--- config.mk ---
export PLATFORM = sky130hd
export DESIGN_NAME = pulse_evt_counter
export DESIGN_NICKNAME = d
export VERILOG_FILES = /design/src/rtl/pulse_evt_counter.sv
export SDC_FILE = /design/constraint.sdc
export NUM_CORES = 1
export LEC_CHECK = 0
export CAP_MARGIN = 20
export CORE_UTILIZATION = 59
export DETAILED_ROUTE_END_ITERATION = 10
export DONT_BUFFER_PORTS = 1
export PLACE_DENSITY = 0.75
export SLEW_MARGIN = 20
export SYNTH_ARGS = -nofsm -noshare
export SYNTH_HDL_FRONTEND = slang
export SYNTH_SLANG_ARGS = --single-unit
--- constraint.sdc ---
create_clock -name clk -period 2.3 [get_ports clk]
set_clock_uncertainty 0.2 [all_clocks]
set_input_delay 0.345 -clock clk [delete_from_list [all_inputs] [get_ports clk]]
set_output_delay 0.345 -clock clk [all_outputs]
set_load 0.05 [all_outputs]
--- src/rtl/pulse_evt_counter.sv ---
module pulse_evt_counter #(
  parameter int CNT_W  = 8,
  parameter int PORT_W = 8
) (
  input  logic              clk,
  input  logic              rst_n,
  input  logic              ext_wr,
  input  logic [PORT_W-1:0] ext_data,
  input  logic              pin7_is_out,
  input  logic              cfg_we,
  input  logic [3:0]        cfg_wdata,
  input  logic              cnt_we,
  input  logic [CNT_W-1:0]  cnt_wdata,
  input  logic              flag_wr,
  input  logic              flag_wdata,
  output logic [PORT_W-1:0] port_q,
  output logic [3:0]        cfg_q,
  output logic [CNT_W-1:0]  count,
  output logic              ovf_flag,
  output logic              irq
);
  localparam int TOP = PORT_W - 1;
  localparam logic [PORT_W-1:0] LOW_MASK = PORT_W'(3);
  localparam logic [PORT_W-1:0] TOP_BIT  = PORT_W'(1) << TOP;
  localparam logic [CNT_W-1:0]  CNT_MAX  = '1;

  logic [PORT_W-1:0] in_mask, port_nx;
  logic              edge_hit, counting, tick, wrap;

  assign in_mask  = pin7_is_out ? LOW_MASK : (LOW_MASK | TOP_BIT);
  assign port_nx  = (ext_data & in_mask) | (port_q & ~in_mask);
  assign edge_hit = ext_wr && (port_nx[TOP] != port_q[TOP]) &&
                    (cfg_q[2] ? port_nx[TOP] : !port_nx[TOP]);
  assign counting = cfg_q[0] && !cfg_q[1];
  assign tick     = edge_hit && counting;
  assign wrap     = tick && !cnt_we && (count == CNT_MAX);
  assign irq      = ovf_flag && cfg_q[3];

  always_ff @(posedge clk) begin
    if (!rst_n) begin
      port_q   <= '0;
      cfg_q    <= '0;
      count    <= '0;
      ovf_flag <= 1'b0;
    end else begin
      if (ext_wr) port_q <= port_nx;
      if (cfg_we) cfg_q <= cfg_wdata;
      if (cnt_we) count <= cnt_wdata;
      else if (tick) count <= count + 1'b1;
      if (wrap) ovf_flag <= 1'b1;
      else if (flag_wr && flag_wdata) ovf_flag <= 1'b0;
    end
  end
endmodule

==> qor.yml, run 1 <==
postCtsSetupBuffers: 0
worstPathMaxFanout: 6
path_cells: "or3b_4 -> a2111oi_2 -> xnor2_1 -> a21oi_1"
dpl_cell_area_um2: 921
gp_congestion: 0.803
power_density_nw_per_um2: 662
drt_first_iter_violations: 15
max_stage_delay_ns: 0.46
seqCellArea_um2: 320
nFillCells: 105
cts_inserted_buffers: 3
period_needed_ns: 1.81
rsz0062_at_grt: "false"
outcome: "finished, final reports clean"
areaGrowthSynthToFinish_pct: 16.6
drc: 0
clock_latency_ns: 0.29
start_util_pct: 63.6
slowest_stage: "a2111oi_2"
setup_viol: 0
ys_types: 29
post-dp-hpwl_um: 1190
first_pass_iters: 4
wirelength_um: 1600
rows: 13
grt_remaining_overflow: 0
cts_max_level: 1
criticalPathCategory: "reg -> reg"
critPathRequiredTime_ns: 2.28
fmax_mhz: 551
start_kind: "register"
antennaDiodeCount: 0
avgRoutedWirePerCell_um: 13.7
viasPerCell: 5.90
fp.dieH_um: 39.7
finalMaxSlewViolations: 0
ys.warnings.count: 0
cp-end-kind: "register"
io_buffer_count: 0
cp_num_buf_inv: 0
peakVddDrop_mv: 0.457
cts_root_buf: "clkbuf_4"
worst_pin_slew_ns: 0.556
p_leak_nw: 0.382
stdcell_area_um2: 977
power.total_w: 0.000647
antenna_left: 0
io_pins: 50
max-cap-violations: 0
cts.sinks: 16
hold_violations: 0
syn_inst: 87
avgSynthCellArea_um2: 9.64
drive_above_1_share_pct: 22.5
synth_area_um2: 838
maxSlewHeadroom_pct: 62.9
clockBufferDepth: 2
min_path_type: "in -> reg"
nNetsFinal: 132
grt_pass1_vias: 572
crit_family: "compound AO/OA/AOI/OAI gates"
period_share_pct: 78.9
coreArea_um2: 1320
yosysSeqAreaShare_pct: 38.2
dr_total_vias: 690
ys_ff_latch: 16
die_area_um2: 1580
clk_pin_slew_ns: 0.09
grt_max_degree: 16
gr-usage-all-layers_pct: 24.1
cp.arrival_ns: 1.79
grt_first_pass_wirelength_um: 2350
setup_tns_ns: 0
cts_tree: "yes"
multi_input_area_um2: 477
die_w_um: 39.7
antenna_found_initial: 0
[worst paths after layout]
path | cells past startpoint | end | slack, ns | from
max | 4 | count[7] | 0.49 | cfg_q[2]
min | 1 | count[0] | 0.004 | cnt_we
max reg2reg | 4 | count[7] | 0.49 | cfg_q[2]
min reg2reg | 2 | count[5] | 0.41 | count[5]
[synthesized netlist by cell type]
library cell | count | area, um2
dfxtp_1 | 16 | 320
nor2b_1 | 9 | 56.3
mux2i_1 | 8 | 80.1
o21ai_0 | 7 | 35.0
a21oi_1 | 6 | 30.0
buf_4 | 5 | 37.5
xnor2_1 | 5 | 43.8
a2111oi_2 | 3 | 45.0
clkbuf_1 | 3 | 11.3
nand3_1 | 3 | 15.0
a211oi_1 | 2 | 15.0
inv_1 | 2 | 7.51
nand2_1 | 2 | 7.51
a211oi_2 | 1 | 12.5
a21oi_2 | 1 | 8.76
a22oi_1 | 1 | 7.51
and2_1 | 1 | 6.26
and4_1 | 1 | 8.76
conb_1 | 1 | 3.75
ha_1 | 1 | 12.5
nand2b_1 | 1 | 6.26
nand3b_1 | 1 | 7.51
nand4_1 | 1 | 6.26
nand4bb_1 | 1 | 11.3
nor3_1 | 1 | 5.00
nor3b_1 | 1 | 7.51
o211a_1 | 1 | 10.0
or3b_4 | 1 | 11.3
xor2_1 | 1 | 8.76
[where the power goes]
part	switching [W]	leakage [nW]	internal (W)	total, W
Sequential	0.0000235	0.132	0.000294	0.000317
Clock	0.0000931	0.0210	0.0000966	0.000190
Combinational	0.0000971	0.228	0.0000432	0.000140
Total	0.000214	0.382	0.000434	0.000647
[layer usage]
layer | global-route usage [%] | routed length, um | share of wire [%] | up-vias
met1 | 26.8 | 700 | 44 | 317
met4 | 18.1 | 37 | 2.3 | 0
met5 | 0 | 0 | 0 | -
met2 | 36.9 | 739 | 46 | 34
li1 | - | - | - | 334
met3 | 8.52 | 124 | 7.7 | 5
[layout by cell type, fill, tap and decap left out, types with 3 or more instances in the layout]
cell type	synthesis	final
mux2i_1	8	8
a21oi_1	6	6
conb_1	1	5
clkbuf_4	0	3
xnor2_1	5	5
a2111oi_2	3	3
nor2b_1	9	9
o21ai_0	7	7
buf_4	5	13
dfxtp_1	16	16
nand3_1	3	3
[cell type report]
class / count / share of cell area (%)
repair buffers: 15 / 12.0
inverters: 2 / 0.768
clock buffers: 4 / 3.71
multi-input cells: 65 / 48.8
flip-flops and latches: 16 / 32.8
well taps: 15 / 1.92
[registers in the layout (all words and copies together) (netlist names)]
signal	count
ovf_flag	1
port_q	3
cfg_q	4
count	8
[what timing repair did]
item                                   CTS  global route
gates resized for setup                  0             0
endpoints found under the hold margin   15             1
hold buffers                             1             1
[stage by stage]
stage | worst slack, ns | utilization, % | cells | hold slack [ns]
after floorplan | 0.237 | - | 91 | 0.273
after detailed placement | 0.479 | 69.9 | 111 | 0.282
after CTS | 0.488 | 73.4 | 116 | 0.00139
after global routing | 0.374 | 74.2 | 117 | 0.00454
final | 0.485 | 74.2 | 117 | 0.00357
after global placement | 0.526 | 69.9 | 111 | 0.274
[cell families (layout without fill, tap and decap cells)]
family                   after synthesis  in the layout  synth area share, %
AO/OA/AOI/OAI                         22             22                 19.6
XOR/XNOR                               6              6                 6.27
adder cells (fa/ha/maj)                1              1                 1.49
buffers and inverters                 10             21                 6.72
flip-flops                            16             16                 38.2
multiplexers                           8              8                 9.55
other                                  1              5                0.447
AND/OR/NAND/NOR                       23             23                 17.8
Note: power is estimated with default switching activity, not from simulation.
==> run 2, diff against run 1 <==
==> constraint.sdc (replaced) <==
create_clock -name clk -period 1.84 [get_ports clk]
set_clock_uncertainty 0.2 [all_clocks]
set_input_delay 0.276 -clock clk [delete_from_list [all_inputs] [get_ports clk]]
set_output_delay 0.276 -clock clk [all_outputs]
set_load 0.05 [all_outputs]
==> run 2 against run 1 <==
Compared with the run above: the flow now finishes with violations (hold timing, setup timing); cell count up 18%; utilization up 21 points; wire length up 96%; sequential power up 26%; maximum frequency down 2.7%; critical path type unchanged; critical endpoint is now count[5]; largest cell class unchanged.
==> qor.yml, run 2 (synthesis gave the netlist of run 1 again) <==
grt_pass1_vias: 786  # +37%
fp.dieH_um: 39.7  # unchanged
path_cells: "or3b_4 -> a2111oi_4 -> xnor2_1 -> a21oi_1"
drive_above_1_share_pct: 26.8  # +4.3 points
coreArea_um2: 1320  # unchanged
grt_first_pass_wirelength_um: 3390  # +44%
grt_remaining_overflow: 0  # unchanged
period_share_pct: 101  # +22 points
outcome: "finished with violations"
slowest_stage: "or3b_4"
start_kind: "register"
highest_layer: "met4"
worst_pin_slew_ns: 0.506  # -0.0496 ns
final_core_util_pct: 94.7  # +21 points
maxSlewHeadroom_pct: 66.2  # +3.3 points
finalMaxSlewViolations: 0  # unchanged
cp.arrival_ns: 1.84  # +0.05 ns
rows: 13  # unchanged
reg_top3: "count: 8 flops, cfg_q: 4 flops, port_q: 3 flops"
setup_tns_ns: -0.0249  # -0.0249 ns
min_path_type: "in -> reg"
avgRoutedWirePerCell_um: 22.8  # +66%
clock_latency_ns: 0.30  # about the same
cts.sinks: 16  # unchanged
io_pins: 50  # unchanged
drt_first_iter_violations: 53  # +38
clockBufferDepth: 2  # unchanged
met2_length_um: 1630  # +120%
stdcell_area_um2: 1250  # +28%
gp_congestion: 0.825  # +2.8%
gr-usage-all-layers_pct: 34.2  # +10 points
die_w_um: 39.7  # unchanged
max-cap-violations: 0  # unchanged
max_stage_delay_ns: 0.46  # about the same
antennaDiodeCount: 0  # unchanged
drc: 0  # unchanged
fin_ws_ns: -0.0249  # -0.510 ns
critPathRequiredTime_ns: 1.81  # -0.47 ns
fmax_mhz: 536  # -2.7%
reg2reg_slack_ns: -0.02  # -0.51 ns
multi_input_area_um2: 531  # +11%
cts_max_level: 1  # unchanged
violations: "hold timing, setup timing"
period_needed_ns: 1.86  # +0.0500 ns
setup_viol: 1  # +1
final_cell_mix: "dlygate4sd3_1 (20), buf_4 (15), dfxtp_1 (10), nor2b_1 (9), mux2i_1 (8)"
nFillCells: 37  # -65%
grt_max_degree: 17  # +1
viasPerCell: 6.38  # +8.3%
start_util_pct: 63.6  # unchanged
criticalPathCategory: "reg -> reg"
dr_total_vias: 881  # +28%
post-dp-hpwl_um: 1250  # +4.8%
seqCellArea_um2: 330  # +3.1%
first_pass_iters: 4  # unchanged
cp-startpoint: "port_q[7]"
cp-end-kind: "register"
regMostFlops: "count"
wirelength_um: 3140  # +96%
worstPathMaxFanout: 6  # unchanged
nNetsFinal: 153  # +16%
power_density_nw_per_um2: 717  # +8.2%
peakVddDrop_mv: 0.880  # +92%
m1WireLength_um: 1120  # +59%
cts_inserted_buffers: 3  # unchanged
antenna_found_initial: 0  # unchanged
largest_reg_flops: 8  # unchanged
die_area_um2: 1580  # unchanged
holdWs_ns: -0.00374  # -0.00731 ns
areaGrowthSynthToFinish_pct: 48.8
r2r-start: "port_q[7]"
clk_pin_slew_ns: 0.11  # +0.02 ns
worstHoldStart: "cnt_wdata[7]"
cts_root_buf: "clkbuf_4"
p_leak_nw: 0.472  # +24%
hold_violations: 1  # +1
antenna_left: 0  # unchanged
dp_slack_ns: 0.0510  # -0.428 ns
dpl_cell_area_um2: 950  # +3.1%
final_common_cell: "dlygate4sd3_1"
io_buffer_count: 0  # unchanged
cts_tree: "yes"
met3_length_um: 252  # +100%
[run 2: cell count changes in the layout (fill, tap and decap cells not counted)]
cell / previous run / this run
a2111oi_4: 0 / 3
dfxtp_4: 0 / 1
dfxtp_1: 16 / 10
buf_6: 0 / 1
a2111oi_2: 3 / 0
dlygate4sd3_1: 2 / 20
dfxtp_2: 0 / 5
nand4bb_1: 1 / 0
buf_4: 13 / 15
nand4bb_4: 0 / 1
[run 2: cell type report]
class / count / area share (%)
clock buffers: 4 / 2.91
inverters: 2 / 0.602
multi-input cells: 65 / 42.5
flip-flops and latches: 16 / 26.5
well taps: 15 / 1.50
repair buffers: 36 / 26.0
[run 2: path summary, 6_finish.rpt]
check,cells after the start,end
max,4,count[5]
min,2,count[7]
max reg2reg,4,count[5]
min reg2reg,2,count[7]
[run 2: what timing repair did]
item | 4_1_cts | 5_1_grt
endpoints found under the hold margin | 16 | 0
hold buffers | 20 | 0
endpoints found under the setup margin | 0 | 10
resized for setup | 0 | 6
setup buffers | 0 | 1
[run 2: power by group]
part	internal (W)	switching, W	total [W]
Sequential	0.000368	0.0000302	0.000398
Combinational	0.0000900	0.000153	0.000243
Clock	0.000121	0.000132	0.000253
[run 2: metal layers]
layer / up-vias / track usage, %
li1: 382 / -
met1: 412 / 36.4
met2: 71 / 60.2
met3: 16 / 4.55
met4: 0 / 25.0
met5: - / 0
[run 2: worst max-delay path: cells and delay by family (launching register included)]
| kind | cells | cell delay, ns |
|---|---|---|
| compound gates | 2 | 0.52 |
| xor+xnor | 1 | 0.18 |
| simple gates | 1 | 0.46 |
| flops | 1 | 0.37 |
[run 2: through the flow]
step | std cells | power (W)
2_1_floorplan | 91 | 0.000551
3_3_place_gp | 113 | 0.000574
3_5_place_dp | 113 | 0.000578
4_1_cts | 137 | 0.000851
5_1_grt | 138 | 0.000922
6_report | 138 | 0.000895
